**src/rtl/irqc_pkg.sv**
```systemverilog
package irqc_pkg;

    localparam int ID_W       = 10;
    localparam int CPUID_W    = 3;
    localparam int PRIO_MAX_W = 8;
    localparam int ADDR_W     = 12;

    localparam logic [ID_W-1:0] SPURIOUS_ID = 10'h3FF;

    localparam logic [ADDR_W-1:0] OFF_CTRL   = 12'h000;
    localparam logic [ADDR_W-1:0] OFF_PMASK  = 12'h004;
    localparam logic [ADDR_W-1:0] OFF_ACK    = 12'h008;
    localparam logic [ADDR_W-1:0] OFF_EOI    = 12'h00C;
    localparam logic [ADDR_W-1:0] BASE_SETEN = 12'h100;
    localparam logic [ADDR_W-1:0] BASE_CLREN = 12'h180;
    localparam logic [ADDR_W-1:0] BASE_EDGE  = 12'h200;
    localparam logic [ADDR_W-1:0] BASE_PRIO  = 12'h400;

    typedef enum logic [3:0] {
        REG_NONE,
        REG_CTRL,
        REG_PMASK,
        REG_ACK,
        REG_EOI,
        REG_SETEN,
        REG_CLREN,
        REG_EDGE,
        REG_PRIO
    } reg_kind_t;

    typedef struct packed {
        reg_kind_t  kind;
        logic [7:0] idx;
    } reg_dec_t;

    typedef struct packed {
        logic                  hit;
        logic [ID_W-1:0]       id;
        logic [PRIO_MAX_W-1:0] prio;
    } pick_t;

    function automatic logic [31:0] ack_word(logic [CPUID_W-1:0] cpu, logic [ID_W-1:0] id);
        return {19'd0, cpu, id};
    endfunction

    function automatic logic [7:0] word_index(logic [ADDR_W-1:0] addr, logic [ADDR_W-1:0] base);
        logic [ADDR_W-1:0] diff;
        diff = addr - base;
        return diff[9:2];
    endfunction

endpackage

```
**src/rtl/irqc_src_cell.sv**
```systemverilog
module irqc_src_cell (
    input  logic clk,
    input  logic rst,
    input  logic line_i,
    input  logic edge_mode_i,
    input  logic ack_i,
    input  logic eoi_i,
    output logic pend_o,
    output logic act_o
);

    logic line_q;
    logic line_d;
    logic pend_q;
    logic act_q;
    logic rise;

    assign rise = line_q & ~line_d;

    always_ff @(posedge clk) begin
        if (rst) begin
            line_q <= 1'b0;
            line_d <= 1'b0;
            pend_q <= 1'b0;
            act_q  <= 1'b0;
        end else begin
            line_q <= line_i;
            line_d <= line_q;
            if (edge_mode_i) begin
                pend_q <= (pend_q & ~ack_i) | rise;
            end else begin
                pend_q <= line_q;
            end
            if (ack_i) begin
                act_q <= 1'b1;
            end else if (eoi_i) begin
                act_q <= 1'b0;
            end
        end
    end

    assign pend_o = pend_q;
    assign act_o  = act_q;

    // an acknowledge leaves the source active
    p_ack_activates_r6: assert property (@(posedge clk) disable iff (rst)
        ack_i |=> act_o);

    // edge source acknowledged without a new edge loses its pending bit
    p_edge_ack_clears_r6: assert property (@(posedge clk) disable iff (rst)
        (ack_i && edge_mode_i && !rise) |=> !pend_o);

    // end-of-interrupt on an active source releases it
    p_eoi_releases_r7: assert property (@(posedge clk) disable iff (rst)
        (eoi_i && act_o && !ack_i) |=> !act_o);

    // end-of-interrupt cannot make an inactive source active
    p_eoi_inactive_r8: assert property (@(posedge clk) disable iff (rst)
        (eoi_i && !act_o && !ack_i) |=> !act_o);

endmodule

```
**src/rtl/irqc_prio_select.sv**
```systemverilog
module irqc_prio_select
    import irqc_pkg::*;
#(
    parameter int NUM_IRQ = 32,
    parameter int PRIO_W  = 4
) (
    input  logic                      clk,
    input  logic                      rst,
    input  logic [NUM_IRQ-1:0]        cand_i,
    input  logic [NUM_IRQ*PRIO_W-1:0] prio_i,
    output pick_t                     pick_o
);

    pick_t             best;
    logic [PRIO_W-1:0] p;

    always_comb begin
        best = '0;
        p    = '0;
        for (int i = 0; i < NUM_IRQ; i++) begin
            p = prio_i[i*PRIO_W +: PRIO_W];
            if (cand_i[i] && (!best.hit || PRIO_MAX_W'(p) < best.prio)) begin
                best.hit  = 1'b1;
                best.id   = ID_W'(i);
                best.prio = PRIO_MAX_W'(p);
            end
        end
    end

    assign pick_o = best;

    // the reported pick is always one of the candidates
    p_pick_is_candidate_r2: assert property (@(posedge clk) disable iff (rst)
        pick_o.hit |-> ((cand_i >> pick_o.id) & NUM_IRQ'(1)) != '0);

    // a missing pick means there was no candidate at all
    p_no_pick_no_cand_r1: assert property (@(posedge clk) disable iff (rst)
        !pick_o.hit |-> cand_i == '0);

endmodule

```
**src/rtl/irqc_top.sv**
```systemverilog
module irqc_top
    import irqc_pkg::*;
#(
    parameter int                           NUM_IRQ     = 32,
    parameter int                           NUM_CPU     = 2,
    parameter int                           PRIO_W      = 4,
    parameter logic [NUM_CPU*NUM_IRQ-1:0]   TARGET_MASK = '1
) (
    input  logic                clk,
    input  logic                rst,
    input  logic [NUM_IRQ-1:0]  irq_line_i,
    input  logic [CPUID_W-1:0]  bus_cpu_i,
    input  logic [ADDR_W-1:0]   bus_addr_i,
    input  logic                bus_wr_i,
    input  logic [31:0]         bus_wdata_i,
    input  logic                bus_rd_i,
    output logic [31:0]         bus_rdata_o,
    output logic                bus_rvalid_o,
    output logic [NUM_CPU-1:0]  irq_o
);

    localparam int EN_WORDS = (NUM_IRQ + 31) / 32;
    localparam int CPU_IW   = (NUM_CPU > 1) ? $clog2(NUM_CPU) : 1;

    reg_dec_t            dec;
    logic                cpu_ok;
    logic [CPU_IW-1:0]   cpu_idx;

    logic [NUM_CPU-1:0]  ctrl_q;
    logic [PRIO_W-1:0]   pmask_q [NUM_CPU];
    logic [NUM_IRQ-1:0]  en_q;
    logic [NUM_IRQ-1:0]  edge_q;
    logic [PRIO_W-1:0]   prio_q  [NUM_IRQ];
    logic [NUM_IRQ*PRIO_W-1:0] prio_flat;

    logic [NUM_IRQ-1:0]  pend_vec;
    logic [NUM_IRQ-1:0]  act_vec;
    logic [NUM_IRQ-1:0]  ack_vec;
    logic [NUM_IRQ-1:0]  eoi_vec;

    pick_t               pick   [NUM_CPU];
    logic [NUM_CPU-1:0]  signal;
    logic                ack_rd;
    logic                ack_valid;
    logic [31:0]         rd_next;
    logic [31:0]         rdata_q;
    logic                rvalid_q;

    // ---------------------------------------------------------------
    // Address decode
    // ---------------------------------------------------------------
    always_comb begin
        dec.kind = REG_NONE;
        dec.idx  = '0;
        if (bus_addr_i == OFF_CTRL) begin
            dec.kind = REG_CTRL;
        end else if (bus_addr_i == OFF_PMASK) begin
            dec.kind = REG_PMASK;
        end else if (bus_addr_i == OFF_ACK) begin
            dec.kind = REG_ACK;
        end else if (bus_addr_i == OFF_EOI) begin
            dec.kind = REG_EOI;
        end else if (bus_addr_i >= BASE_SETEN && bus_addr_i < BASE_SETEN + ADDR_W'(4*EN_WORDS)) begin
            dec.kind = REG_SETEN;
            dec.idx  = word_index(bus_addr_i, BASE_SETEN);
        end else if (bus_addr_i >= BASE_CLREN && bus_addr_i < BASE_CLREN + ADDR_W'(4*EN_WORDS)) begin
            dec.kind = REG_CLREN;
            dec.idx  = word_index(bus_addr_i, BASE_CLREN);
        end else if (bus_addr_i >= BASE_EDGE && bus_addr_i < BASE_EDGE + ADDR_W'(4*EN_WORDS)) begin
            dec.kind = REG_EDGE;
            dec.idx  = word_index(bus_addr_i, BASE_EDGE);
        end else if (bus_addr_i >= BASE_PRIO && bus_addr_i < BASE_PRIO + ADDR_W'(4*NUM_IRQ)) begin
            dec.kind = REG_PRIO;
            dec.idx  = word_index(bus_addr_i, BASE_PRIO);
        end
    end

    assign cpu_ok  = (32'(bus_cpu_i) < NUM_CPU);
    assign cpu_idx = CPU_IW'(bus_cpu_i);

    // ---------------------------------------------------------------
    // Configuration registers
    // ---------------------------------------------------------------
    always_ff @(posedge clk) begin
        if (rst) begin
            ctrl_q <= '0;
            en_q   <= '0;
            edge_q <= '0;
            for (int c = 0; c < NUM_CPU; c++) begin
                pmask_q[c] <= '0;
            end
            for (int i = 0; i < NUM_IRQ; i++) begin
                prio_q[i] <= '0;
            end
        end else if (bus_wr_i) begin
            if (dec.kind == REG_CTRL && cpu_ok) begin
                ctrl_q[cpu_idx] <= bus_wdata_i[0];
            end
            if (dec.kind == REG_PMASK && cpu_ok) begin
                pmask_q[cpu_idx] <= bus_wdata_i[PRIO_W-1:0];
            end
            for (int i = 0; i < NUM_IRQ; i++) begin
                if (dec.idx == 8'(i / 32) && bus_wdata_i[i % 32]) begin
                    if (dec.kind == REG_SETEN) en_q[i] <= 1'b1;
                    if (dec.kind == REG_CLREN) en_q[i] <= 1'b0;
                end
                if (dec.kind == REG_EDGE && dec.idx == 8'(i / 32)) begin
                    edge_q[i] <= bus_wdata_i[i % 32];
                end
                if (dec.kind == REG_PRIO && dec.idx == 8'(i)) begin
                    prio_q[i] <= bus_wdata_i[PRIO_W-1:0];
                end
            end
        end
    end

    // ---------------------------------------------------------------
    // Per-source state
    // ---------------------------------------------------------------
    assign ack_rd    = bus_rd_i && dec.kind == REG_ACK;
    assign ack_valid = ack_rd && cpu_ok && signal[cpu_idx];

    for (genvar gi = 0; gi < NUM_IRQ; gi++) begin : g_src
        assign prio_flat[gi*PRIO_W +: PRIO_W] = prio_q[gi];
        assign ack_vec[gi] = ack_valid && pick[cpu_idx].id == ID_W'(gi);
        assign eoi_vec[gi] = bus_wr_i && dec.kind == REG_EOI && bus_wdata_i[ID_W-1:0] == ID_W'(gi);

        irqc_src_cell u_cell (
            .clk         (clk),
            .rst         (rst),
            .line_i      (irq_line_i[gi]),
            .edge_mode_i (edge_q[gi]),
            .ack_i       (ack_vec[gi]),
            .eoi_i       (eoi_vec[gi]),
            .pend_o      (pend_vec[gi]),
            .act_o       (act_vec[gi])
        );
    end

    // ---------------------------------------------------------------
    // Per-CPU selection
    // ---------------------------------------------------------------
    for (genvar gc = 0; gc < NUM_CPU; gc++) begin : g_cpu
        logic [NUM_IRQ-1:0] cand;
        assign cand = pend_vec & en_q & ~act_vec & TARGET_MASK[gc*NUM_IRQ +: NUM_IRQ];

        irqc_prio_select #(
            .NUM_IRQ (NUM_IRQ),
            .PRIO_W  (PRIO_W)
        ) u_sel (
            .clk    (clk),
            .rst    (rst),
            .cand_i (cand),
            .prio_i (prio_flat),
            .pick_o (pick[gc])
        );

        assign signal[gc] = ctrl_q[gc] && pick[gc].hit &&
                            (pick[gc].prio < PRIO_MAX_W'(pmask_q[gc]));
        assign irq_o[gc]  = signal[gc];
    end

    // ---------------------------------------------------------------
    // Read path
    // ---------------------------------------------------------------
    always_comb begin
        rd_next = '0;
        case (dec.kind)
            REG_CTRL:  if (cpu_ok) rd_next = {31'd0, ctrl_q[cpu_idx]};
            REG_PMASK: if (cpu_ok) rd_next = 32'(pmask_q[cpu_idx]);
            REG_ACK:   rd_next = ack_valid ? ack_word(bus_cpu_i, pick[cpu_idx].id)
                                           : 32'(SPURIOUS_ID);
            REG_SETEN, REG_CLREN: begin
                for (int i = 0; i < NUM_IRQ; i++) begin
                    if (dec.idx == 8'(i / 32)) rd_next[i % 32] = en_q[i];
                end
            end
            REG_EDGE: begin
                for (int i = 0; i < NUM_IRQ; i++) begin
                    if (dec.idx == 8'(i / 32)) rd_next[i % 32] = edge_q[i];
                end
            end
            REG_PRIO: begin
                for (int i = 0; i < NUM_IRQ; i++) begin
                    if (dec.idx == 8'(i)) rd_next = 32'(prio_q[i]);
                end
            end
            default: rd_next = '0;
        endcase
    end

    always_ff @(posedge clk) begin
        if (rst) begin
            rdata_q  <= '0;
            rvalid_q <= 1'b0;
        end else begin
            rvalid_q <= bus_rd_i;
            if (bus_rd_i) rdata_q <= rd_next;
        end
    end

    assign bus_rdata_o  = rdata_q;
    assign bus_rvalid_o = rvalid_q;

    // at most one source is acknowledged per read
    p_ack_onehot_r1: assert property (@(posedge clk) disable iff (rst)
        $onehot0(ack_vec));

    // a disabled interface answers the acknowledge read with the spurious ID
    p_disabled_spurious_r4: assert property (@(posedge clk) disable iff (rst)
        (ack_rd && cpu_ok && !ctrl_q[cpu_idx]) |=> bus_rdata_o[ID_W-1:0] == SPURIOUS_ID);

    // a spurious acknowledge leaves the active set untouched
    p_spurious_keeps_state_r5: assert property (@(posedge clk) disable iff (rst)
        (ack_rd && !ack_valid && !bus_wr_i) |=> $stable(act_vec));

    // a valid acknowledge read returns data with a real ID
    p_valid_ack_id_r1: assert property (@(posedge clk) disable iff (rst)
        ack_valid |=> (bus_rvalid_o && bus_rdata_o[ID_W-1:0] < ID_W'(NUM_IRQ)));

endmodule

```
**config.mk**
```make
export PLATFORM = sky130hd
export DESIGN_NAME = irqc_top
export DESIGN_NICKNAME = d
export VERILOG_FILES = /design/src/rtl/irqc_pkg.sv /design/src/rtl/irqc_src_cell.sv /design/src/rtl/irqc_prio_select.sv /design/src/rtl/irqc_top.sv
export SDC_FILE = /design/constraint.sdc
export NUM_CORES = 1
export LEC_CHECK = 0
export ABC_AREA = 1
export ABC_CLOCK_PERIOD_IN_PS = 50000
export CORE_MARGIN = 2
export CORE_UTILIZATION = 45
export CTS_CLUSTER_DIAMETER = 80
export DETAILED_ROUTE_END_ITERATION = 8
export SETUP_SLACK_MARGIN = 0.1
export SYNTH_ARGS = -nofsm -noshare
export SYNTH_HDL_FRONTEND = slang
export SYNTH_SLANG_ARGS = --single-unit
```
**constraint.sdc**
```tcl
create_clock -name clk -period 50 [get_ports clk]
set_input_delay 10 -clock clk [delete_from_list [all_inputs] [get_ports clk]]
set_output_delay 10 -clock clk [all_outputs]
set_load 0.05 [all_outputs]
```
==> results of run 1 <==
==> cells in the final DEF, fill, tap and decap left out, types with 5 or more instances in the layout <==
| cell type | n |
|---|---|
| a211oi_1 | 6 |
| nor2_1 | 394 |
| o2111ai_1 | 7 |
| clkbuf_8 | 5 |
| dfxtp_1 | 227 |
| o21ai_0 | 182 |
| nor4_1 | 36 |
| nand2_2 | 92 |
| clkbuf_1 | 9 |
| buf_4 | 12 |
| nand3_1 | 228 |
| nand2_4 | 41 |
| nand2_1 | 841 |
| clkdlybuf4s50_1 | 116 |
| o221ai_1 | 8 |
| edfxtp_1 | 136 |
| clkinv_1 | 12 |
| o21a_1 | 5 |
| a21oi_1 | 170 |
| nor3_1 | 48 |
| o21bai_1 | 16 |
| nand4_1 | 39 |
| inv_1 | 395 |
| inv_2 | 56 |
| nand3b_1 | 14 |
| nor2_2 | 8 |
| o211ai_1 | 15 |
| ha_1 | 59 |
| clkbuf_16 | 39 |
==> synthesized netlist by cell type, types with 4 or more instances <==
| cell | number | share of area (%) |
|---|---|---|
| a211oi_1 | 6 | 0.21 |
| a21oi_1 | 170 | 3.9 |
| a221oi_1 | 4 | 0.16 |
| buf_2 | 5 | 0.12 |
| buf_6 | 5 | 0.26 |
| clkbuf_1 | 66 | 1.1 |
| clkinv_1 | 12 | 0.21 |
| dfxtp_1 | 227 | 21 |
| edfxtp_1 | 136 | 19 |
| ha_1 | 59 | 3.4 |
| inv_1 | 395 | 6.8 |
| inv_2 | 55 | 0.95 |
| nand2_1 | 843 | 15 |
| nand2_2 | 90 | 2.6 |
| nand2_4 | 41 | 2.1 |
| nand3_1 | 228 | 5.3 |
| nand3b_1 | 14 | 0.48 |
| nand4_1 | 39 | 1.1 |
| nor2_1 | 398 | 6.9 |
| nor2_2 | 4 | 0.12 |
| nor3_1 | 48 | 1.1 |
| nor4_1 | 37 | 1.1 |
| o2111ai_1 | 7 | 0.28 |
| o211ai_1 | 15 | 0.52 |
| o21a_1 | 5 | 0.17 |
| o21ai_0 | 182 | 4.2 |
| o21bai_1 | 16 | 0.55 |
| o221ai_1 | 8 | 0.32 |
| o22ai_1 | 4 | 0.12 |
==> critical path: cells and delay by family, from the launching register on <==
kind / cells / cell delay, ns
buffers and inverters: 60 / 4.43
AOI/OAI and AO/OA: 43 / 8.79
and+or+nand+nor: 146 / 11.91
DFF: 1 / 0.35
adders and majority gates: 32 / 9.44
==> report_power, final <==
group	switching [mW]	internal, mW	total [mW]
clock	0.123	0.168	0.291
combinational	0.0459	0.0225	0.0683
sequential	0.00831	0.318	0.326
==> cell type report <==
| cell class | instances | area (um2) | share of cell area (%) |
|---|---|---|---|
| multi-input combinational | 2250 | 11000 | 44.6 |
| sequential | 363 | 8630 | 35.0 |
| inverter | 463 | 1750 | 7.09 |
| timing repair buffer | 129 | 1260 | 5.12 |
| clock buffer | 53 | 1080 | 4.37 |
| tap | 615 | 769 | 3.12 |
| clock inverter | 15 | 190 | 0.771 |
==> sequential cells by signal, summed over array words and instances (netlist names) <==
name / cells
g_src.u_cell.act_o: 32
pmask_q: 8
g_src.u_cell.line_d: 32
edge_q: 32
en_q: 32
ctrl_q: 2
g_src.u_cell.pend_o: 32
bus_rdata_o: 32
g_src.u_cell.line_q: 32
prio_q: 128
bus_rvalid_o: 1
==> cells by family (layout without fill, tap and decap cells) <==
logic type	count (synthesis)	count (layout)	share of synthesized area, %
and+or+nand+nor	1759	1759	36.1
DFF	363	363	39.7
adders and majority gates	59	59	3.40
buffers and inverters	545	660	9.82
AOI/OAI and AO/OA	432	432	11.0
==> metrics by stage <==
step / std cells / setup WS, ns / area, um2 / hold slack (ns) / total power, mW
2_1_floorplan: 3158 / 10.12 / 21700 / 0.400 / 0.372
3_3_place_gp: 3820 / 6.76 / 23400 / 0.407 / 0.399
3_5_place_dp: 3820 / 5.27 / 23400 / 0.409 / 0.400
4_1_cts: 3888 / 4.54 / 24700 / 0.419 / 0.689
5_1_grt: 3888 / 0.366 / 24700 / 0.439 / 0.708
6_report: 3888 / 4.45 / 24700 / 0.416 / 0.686
==> worst max path at each step <==
| stage | from | to |
|---|---|---|
| after floorplan | en_q[0]$_SDFFE_PP0P_ | irq_o[1] |
| after global placement | en_q[0]$_SDFFE_PP0P_ | irq_o[1] |
| after detailed placement | en_q[0]$_SDFFE_PP0P_ | irq_o[1] |
| after CTS | en_q[0]$_SDFFE_PP0P_ | irq_o[1] |
| after global routing | en_q[0]$_SDFFE_PP0P_ | irq_o[1] |
| final | en_q[0]$_SDFFE_PP0P_ | irq_o[1] |
==> layer usage <==
metal | GRT usage, % | routed length, um | part of all wire (%) | vias up
li1 | - | - | - | 10400
met1 | 35.7 | 30800 | 45 | 9491
met2 | 44.6 | 31200 | 45 | 617
met3 | 3.62 | 3810 | 5.5 | 152
met4 | 12.3 | 3250 | 4.7 | 2
met5 | 0 | 20 | 0.029 | -
==> summary.md, run 1 <==
| Metric | Value |
|---|---|
| Hold EP | `g_src[24].u_cell.line_d$_SDFF_PP0_` |
| Top FF cell, synth | `dfxtp_1` |
| Slew HR | `24.8%` |
| Clk_lat worst skew | `0.55 ns` |
| Sequential share of the synthesized area | `39.7%` |
| Core Region | `47700 um2` |
| DRC violations left | `0` |
| CTS tree | `yes` |
| # Post-CTS Setup Buffers | `0` |
| # setup viols final | `0` |
| Tmin final | `45.55 ns` |
| Largest net degree at the start of global routing | `97` |
| Pwr per Cell Area | `27.8 nW/um2` |
| Gr ovfl total | `0` |
| H-tree lvl count | `2` |
| Clock transition at path regs | `0.06 ns` |
| R2r setup slk | `14.55 ns` |
| DR pass1 iterations | `6` |
| GRT Total Usage | `27.2%` |
| Antenna Cells | `0` |
| Ys async rst share | `0%` |
| Critical Path Sink Type | `output pin` |
| Least-Margin Pin Slew | `1.13 ns` |
| Worst-case reg-to-reg path depth | `285` |
| Max-cap violations | `0` |
| Syn Inst Count | `3158` |
| Nets | `3388` |
| Critical R2R Launch | `en_q[0]$_SDFFE_PP0P_` |
| Post-synth EDFFs | `136` |
| I/O pin count | `118` |
| Setup TNS | `0 ns` |
| Wirelength per Cell | `17.8 um` |
| CP startpoint kind | `flip-flop` |
| Final cell utilization of the core | `51.7%` |
| Status | `finished, final reports clean` |
| Clk sink count | `363` |
| Period utilization | `91.1%` |
| Max Slew Vio Count | `0` |
| Die height | `224 um` |
| Hold Startpoint | `g_src[24].u_cell.line_q$_SDFF_PP0_` |
| WS Path Type | `reg2out` |
| Vias | `20600` |
| Initial Util | `45.5%` |
| Data required time at the worst endpoint | `40.00 ns` |
| Clock buffer depth | `3` |
| Fmax | `22.0 MHz` |
| Synth Register Bits | `363` |
| Layout cell share with drive strength beyond 1 | `8.59%` |
| Vias in the first global route | `19600` |
| Yosys warning count | `0` |
| Row cnt | `80` |
| LEAKAGE | `11.2 nW` |
| Slowest-stage cell, CP | `clkdlybuf4s50_1` |
| Hold Path Depth | `2` |
| Dpl hpwl | `52200 um` |
| Fin. Hold Viols | `0` |
| Worst VDD drop | `23.9 uV` |
| RSZ-0062 raised after global routing | `false` |
| Total CTS buffers | `39` |
| Unique cell type count in the Yosys netlist | `50` |
| Slowest stage delay, CP | `0.81 ns` |
| Most frequent CP cell | `nand2_1` |
| Post-cts resize count | `0` |
| Final ANT Viol Nets | `0` |
| FF-to-FF End | `g_src[8].u_cell.pend_o$_SDFF_PP0_` |
| Clk_skew | `0.0265 ns` |
| Final GP Congestion | `0.967` |
| Worst hold-check path type | `reg2reg` |
| CTS Root Cell | `clkbuf_16` |
| Fillcell total | `4783` |
| Synthesis-to-layout area growth | `13.5%` |
| Initial drt markers | `1542` |
| Syn nets | `3300` |
| Die area | `50100 um2` |
| Arr. time, crit path | `35.55 ns` |
| Die Width | `224 um` |
| Syn Area/Cell | `6.88 um2` |
| Total wire length | `69100 um` |
| Mapped Area | `21700 um2` |
| Hold_buf cts | `0` |
| First-pass GRT wire length | `107000 um` |
| Crit Path Max Fanout | `11` |
| # port buffers | `117` |
| Initial antenna violation count | `1` |
| Via density | `5.31` |
Note: power is estimated with default switching activity, not from simulation.
==> run 2: changes to the inputs <==
--- a/config.mk
+++ b/config.mk
@@ -7,11 +7,13 @@
 export LEC_CHECK = 0
 export ABC_AREA = 1
 export ABC_CLOCK_PERIOD_IN_PS = 50000
+export CORE_ASPECT_RATIO = 0.5
 export CORE_MARGIN = 2
 export CORE_UTILIZATION = 45
 export CTS_CLUSTER_DIAMETER = 80
 export DETAILED_ROUTE_END_ITERATION = 8
 export SETUP_SLACK_MARGIN = 0.1
+export SLEW_MARGIN = 5
 export SYNTH_ARGS = -nofsm -noshare
 export SYNTH_HDL_FRONTEND = slang
 export SYNTH_SLANG_ARGS = --single-unit
==> summary.md, run 2 (synthesis results as in run 1) <==
| Metric | Value |
|---|---|
| Critical R2R Launch | `en_q[0]$_SDFFE_PP0P_` |
| Fmax | `21.9 MHz` |
| First-pass GRT wire length | `107000 um` |
| R2r setup slk | `14.58 ns` |
| GRT Total Usage | `27.1%` |
| Wirelength per Cell | `17.6 um` |
| Total CTS buffers | `37` |
| Clock buffer depth | `3` |
| Fin. Hold Viols | `0` |
| I/O pin count | `118` |
| Vias in the first global route | `19200` |
| Row cnt | `56` |
| Period utilization | `91.2%` |
| CTS tree | `yes` |
| Crit Path Max Fanout | `11` |
| RSZ-0062 raised after global routing | `false` |
| DR pass1 iterations | `6` |
| Critical Path Sink Type | `output pin` |
| DRC violations left | `0` |
| Hold_buf cts | `0` |
| Buf+Inv Stages, Crit Path | `54` |
| Synthesis-to-layout area growth | `13.5%` |
| Arr. time, crit path | `35.59 ns` |
| Vias | `20700` |
| # Post-CTS Setup Buffers | `0` |
| Hold Startpoint | `g_src[16].u_cell.line_q$_SDFF_PP0_` |
| Layout cell share with drive strength beyond 1 | `8.71%` |
| Clk_lat worst skew | `0.56 ns` |
| Number of flip-flops in the largest register | `128` |
| Initial antenna violation count | `0` |
| Clk_skew | `0.0254 ns` |
| Largest net degree at the start of global routing | `95` |
| Dpl hpwl | `51600 um` |
| Die Width | `315 um` |
| Setup TNS | `0 ns` |
| Initial drt markers | `2005` |
| Fillcell total | `4815` |
| CTS Root Cell | `clkbuf_16` |
| Place WS | `5.27 ns` |
| Via density | `5.29` |
| Die area | `50200 um2` |
| CP startpoint kind | `flip-flop` |
| # port buffers | `117` |
| Max-cap violations | `0` |
| Antenna Cells | `0` |
| Most common cell after layout, fill and taps aside | `nand2_1` |
| Pwr per Cell Area | `27.5 nW/um2` |
| Core Region | `47300 um2` |
| Total wire length | `69000 um` |
| Final cell utilization of the core | `52.2%` |
| Post-cts resize count | `0` |
| Hold Path Depth | `2` |
| Status | `finished, final reports clean` |
| Worst-case reg-to-reg path depth | `284` |
| H-tree lvl count | `2` |
| Nets | `3390` |
| Tmin final | `45.59 ns` |
| Critical path's top delay family | `simple AND/OR/NAND/NOR gates` |
| Die height | `159 um` |
| Initial Util | `46.0%` |
| Data required time at the worst endpoint | `40.00 ns` |
| Hold EP | `g_src[16].u_cell.line_d$_SDFF_PP0_` |
| Power Total | `0.678 mW` |
| Worst VDD drop | `24.6 uV` |
| Clock transition at path regs | `0.07 ns` |
| LEAKAGE | `11.2 nW` |
| # placed instances | `3847` |
| # setup viols final | `0` |
| Final worst setup slack | `4.41 ns` |
| Slew HR | `14.7%` |
| Final ANT Viol Nets | `0` |
| Slowest-stage cell, CP | `clkdlybuf4s50_1` |
| Largest register by flop count | `prio_q` |
| WS Path Type | `reg2out` |
| Non-filler instance count after layout | `3911` |
| Most frequent CP cell | `nand2_1` |
| Worst hold-check path type | `reg2reg` |
| FF-to-FF End | `g_src[19].u_cell.pend_o$_SDFF_PP0_` |
| Max Slew Vio Count | `0` |
| Clk sink count | `363` |
| Final GP Congestion | `0.954` |
| Least-Margin Pin Slew | `1.28 ns` |
| Most frequent cells in the layout | `840 x nand2_1, 395 x inv_1, 394 x nor2_1` |
| Slowest stage delay, CP | `0.80 ns` |
| Gr ovfl total | `0` |
[run 2: cell types whose count changed in the layout (fill, tap and decap cells not counted), sizes merged]
cell	previous run	this run
inv	453	454
clkbuf	53	49
buf	13	17
bufinv	3	2
[run 2: tightest hold or removal path, cell delays in order (launching register included)]
cell and delay (ns):
dfxtp_1 0.30, inv_1 0.04, nor2_1 0.04
[run 2: final cells by class]
type	instances	area, um2	share of cell area [%]
sequential	363	8630	35.0
inverter	463	1750	7.09
clock buffer	49	1030	4.18
tap	638	798	3.24
multi-input combinational	2250	11000	44.6
clock inverter	15	165	0.669
timing repair buffer	133	1290	5.24
[run 2: where the power goes]
part | total, mW | switching [mW] | leakage [nW] | internal [mW]
Clock | 0.282 | 0.125 | 0.580 | 0.157
Combinational | 0.0690 | 0.0463 | 7.49 | 0.0226
Sequential | 0.326 | 0.00850 | 3.15 | 0.318
[run 2: worst max-delay path by stage]
stage | end | depth (start not counted) | from | slack, ns
after floorplan | irq_o[1] | 283 | en_q[0]$_SDFFE_PP0P_ | 10.12
after global placement | irq_o[1] | 281 | en_q[0]$_SDFFE_PP0P_ | 6.45
after detailed placement | irq_o[1] | 278 | en_q[0]$_SDFFE_PP0P_ | 5.27
after CTS | irq_o[1] | 280 | en_q[0]$_SDFFE_PP0P_ | 4.54
after global routing | irq_o[1] | 278 | en_q[0]$_SDFFE_PP0P_ | 0.46
final | irq_o[1] | 280 | en_q[0]$_SDFFE_PP0P_ | 4.41
[run 2: stage by stage]
step	area (um2)	hold WS, ns
5_1_grt	24700	0.438
2_1_floorplan	21700	0.400
6_report	24700	0.415
4_1_cts	24700	0.419
3_5_place_dp	23500	0.409
3_3_place_gp	23500	0.405
[run 2: layer usage]
layer	wire length [um]	share of wire, %	global-route usage (%)	vias to the layer above
met5	216	0.31	2.94	-
met4	1230	1.8	5.45	2
met3	5790	8.4	6.11	82
met2	29500	43	41.6	682
met1	32300	47	38.6	9544
li1	-	-	-	10400
==> run 3: changes to the inputs <==
--- a/config.mk
+++ b/config.mk
@@ -9,11 +9,14 @@
 export ABC_CLOCK_PERIOD_IN_PS = 50000
 export CORE_ASPECT_RATIO = 0.5
 export CORE_MARGIN = 2
-export CORE_UTILIZATION = 45
+export CORE_UTILIZATION = 61
 export CTS_CLUSTER_DIAMETER = 80
 export DETAILED_ROUTE_END_ITERATION = 8
+export HOLD_SLACK_MARGIN = 0.06
+export PLACE_DENSITY = 0.81
 export SETUP_SLACK_MARGIN = 0.1
 export SLEW_MARGIN = 5
 export SYNTH_ARGS = -nofsm -noshare
 export SYNTH_HDL_FRONTEND = slang
 export SYNTH_SLANG_ARGS = --single-unit
+export TNS_END_PERCENT = 30
==> summary.md, run 3 (synthesis results as in run 1) <==
| Metric | Value |
|---|---|
| Arr. time, crit path | `35.96 ns` |
| Final worst setup slack | `4.04 ns` |
| P_int | `0.485 mW` |
| Total wire length | `65300 um` |
| Final Instance Area | `24300 um2` |
| CTS Root Cell | `clkbuf_16` |
| Vias in the first global route | `19500` |
| Final cell utilization of the core | `70.0%` |
| FF-to-FF End | `g_src[21].u_cell.pend_o$_SDFF_PP0_` |
| Status | `finished, final reports clean` |
| CP startpoint kind | `flip-flop` |
| Slowest stage delay, CP | `0.80 ns` |
| Fmax | `21.8 MHz` |
| Pwr per Cell Area | `27.0 nW/um2` |
| Non-filler instance count after layout | `3744` |
| Crit Path Max Fanout | `11` |
| Worst hold-check path type | `reg2reg` |
| DP Area | `23300 um2` |
| Comb power frac | `10.5%` |
| Die area | `37200 um2` |
| Data required time at the worst endpoint | `40.00 ns` |
| CTS tree | `yes` |
| Period utilization | `91.9%` |
| Row cnt | `48` |
| # Post-CTS Setup Buffers | `0` |
| Least-Margin Pin Slew | `1.19 ns` |
| # port buffers | `117` |
| Hold Startpoint | `g_src[15].u_cell.line_q$_SDFF_PP0_` |
| Nets | `3388` |
| Crit path to | `irq_o[1]` |
| Clk_skew | `0.0206 ns` |
| Post-cts resize count | `0` |
| First-pass GRT wire length | `101000 um` |
| Gr ovfl total | `0` |
| Critical Path Sink Type | `output pin` |
| Clk sink count | `363` |
| DR pass1 iterations | `7` |
| # placed instances | `3684` |
| Most common cell after layout, fill and taps aside | `nand2_1` |
| Sequential Power Share | `49.6%` |
| Max-cap violations | `0` |
| Place WS | `5.07 ns` |
| Synthesis-to-layout area growth | `12.0%` |
| Worst-case reg-to-reg path depth | `281` |
| Sw Ratio | `26.2%` |
| Clk_lat worst skew | `0.55 ns` |
| Hold Slack | `0.412 ns` |
| Initial drt markers | `2206` |
| Max Slew Vio Count | `0` |
| Setup TNS | `0 ns` |
| Wirelength per Cell | `17.5 um` |
| R2r setup slk | `14.24 ns` |
| Fillcell total | `2960` |
| Initial Util | `62.5%` |
| Clk pwr share | `40.0%` |
| Critical R2R Launch | `en_q[0]$_SDFFE_PP0P_` |
| Number of flip-flops in the largest register | `128` |
| Die Width | `271 um` |
| Final ANT Viol Nets | `0` |
| Clock buffer depth | `3` |
| Slew HR | `20.5%` |
| DRC violations left | `0` |
| Die height | `137 um` |
| H-tree lvl count | `2` |
| Sw Pwr | `0.173 mW` |
| Worst VDD drop | `25.5 uV` |
| LEAKAGE | `11.2 nW` |
| Initial antenna violation count | `0` |
| Layout cell share with drive strength beyond 1 | `8.41%` |
| I/O pin count | `118` |
| WS Path Type | `reg2out` |
| Via density | `5.72` |
| Vias | `21400` |
| Largest net degree at the start of global routing | `68` |
| Final GP Congestion | `1.06` |
| GRT Total Usage | `34.4%` |
| # setup viols final | `0` |
| Worst Setup SP | `en_q[0]$_SDFFE_PP0P_` |
| Slowest-stage cell, CP | `clkdlybuf4s50_1` |
| Most frequent CP cell | `nand2_1` |
| Antenna Cells | `0` |
| Clock transition at path regs | `0.07 ns` |
| Power Total | `0.658 mW` |
| Largest register by flop count | `prio_q` |
| Total CTS buffers | `35` |
| Most frequent cells in the layout | `842 x nand2_1, 396 x nor2_1, 395 x inv_1` |
| Dpl hpwl | `49100 um` |
| Hold_buf cts | `0` |
| RSZ-0062 raised after global routing | `false` |
| Core Region | `34800 um2` |
| Fin. Hold Viols | `0` |
| Tmin final | `45.96 ns` |
[run 3: worst min-delay path by stage]
stage                                    endpoint  slack, ns  depth (start not counted)
2_1_floorplan   g_src[0].u_cell.line_d$_SDFF_PP0_       0.40                          2
3_3_place_gp   g_src[19].u_cell.line_d$_SDFF_PP0_       0.41                          2
3_5_place_dp   g_src[26].u_cell.line_d$_SDFF_PP0_       0.41                          2
4_1_cts        g_src[15].u_cell.line_d$_SDFF_PP0_       0.42                          2
5_1_grt        g_src[15].u_cell.line_d$_SDFF_PP0_       0.43                          2
6_report       g_src[15].u_cell.line_d$_SDFF_PP0_       0.41                          2
[run 3: power groups by stage]
stage	Sequential [mW]	Combinational, mW	Clock [mW]
finish	0.326	0.0687	0.263
global route	0.327	0.0751	0.275
CTS	0.326	0.0671	0.264
detailed placement	0.332	0.0667	0
global placement	0.332	0.0655	0
floorplan	0.329	0.0432	0
[run 3: area by class of cell]
cell class                 instances  area [um2]  share of cell area [%]
multi-input combinational       2250       11000                    45.1
sequential                       363        8630                    35.4
inverter                         463        1750                    7.19
timing repair buffer             133        1290                    5.31
clock buffer                      43         936                    3.84
tap                              475         594                    2.44
clock inverter                    17         154                   0.632
[run 3: worst max-delay path: cells and delay by family (launching register included)]
family	cells	cell delay, ns
buffers and inverters	59	4.31
AOI/OAI and AO/OA	45	9.37
and+or+nand+nor	141	11.87
DFF	1	0.38
adders and majority gates	32	9.44
[run 3: layer usage]
layer	GRT usage [%]	vias up	share of wire, %
met2	55.5	1115	44
met4	9.88	0	2.7
met1	46.6	9776	42
li1	-	10400	-
met3	7.62	147	11
met5	0	-	0
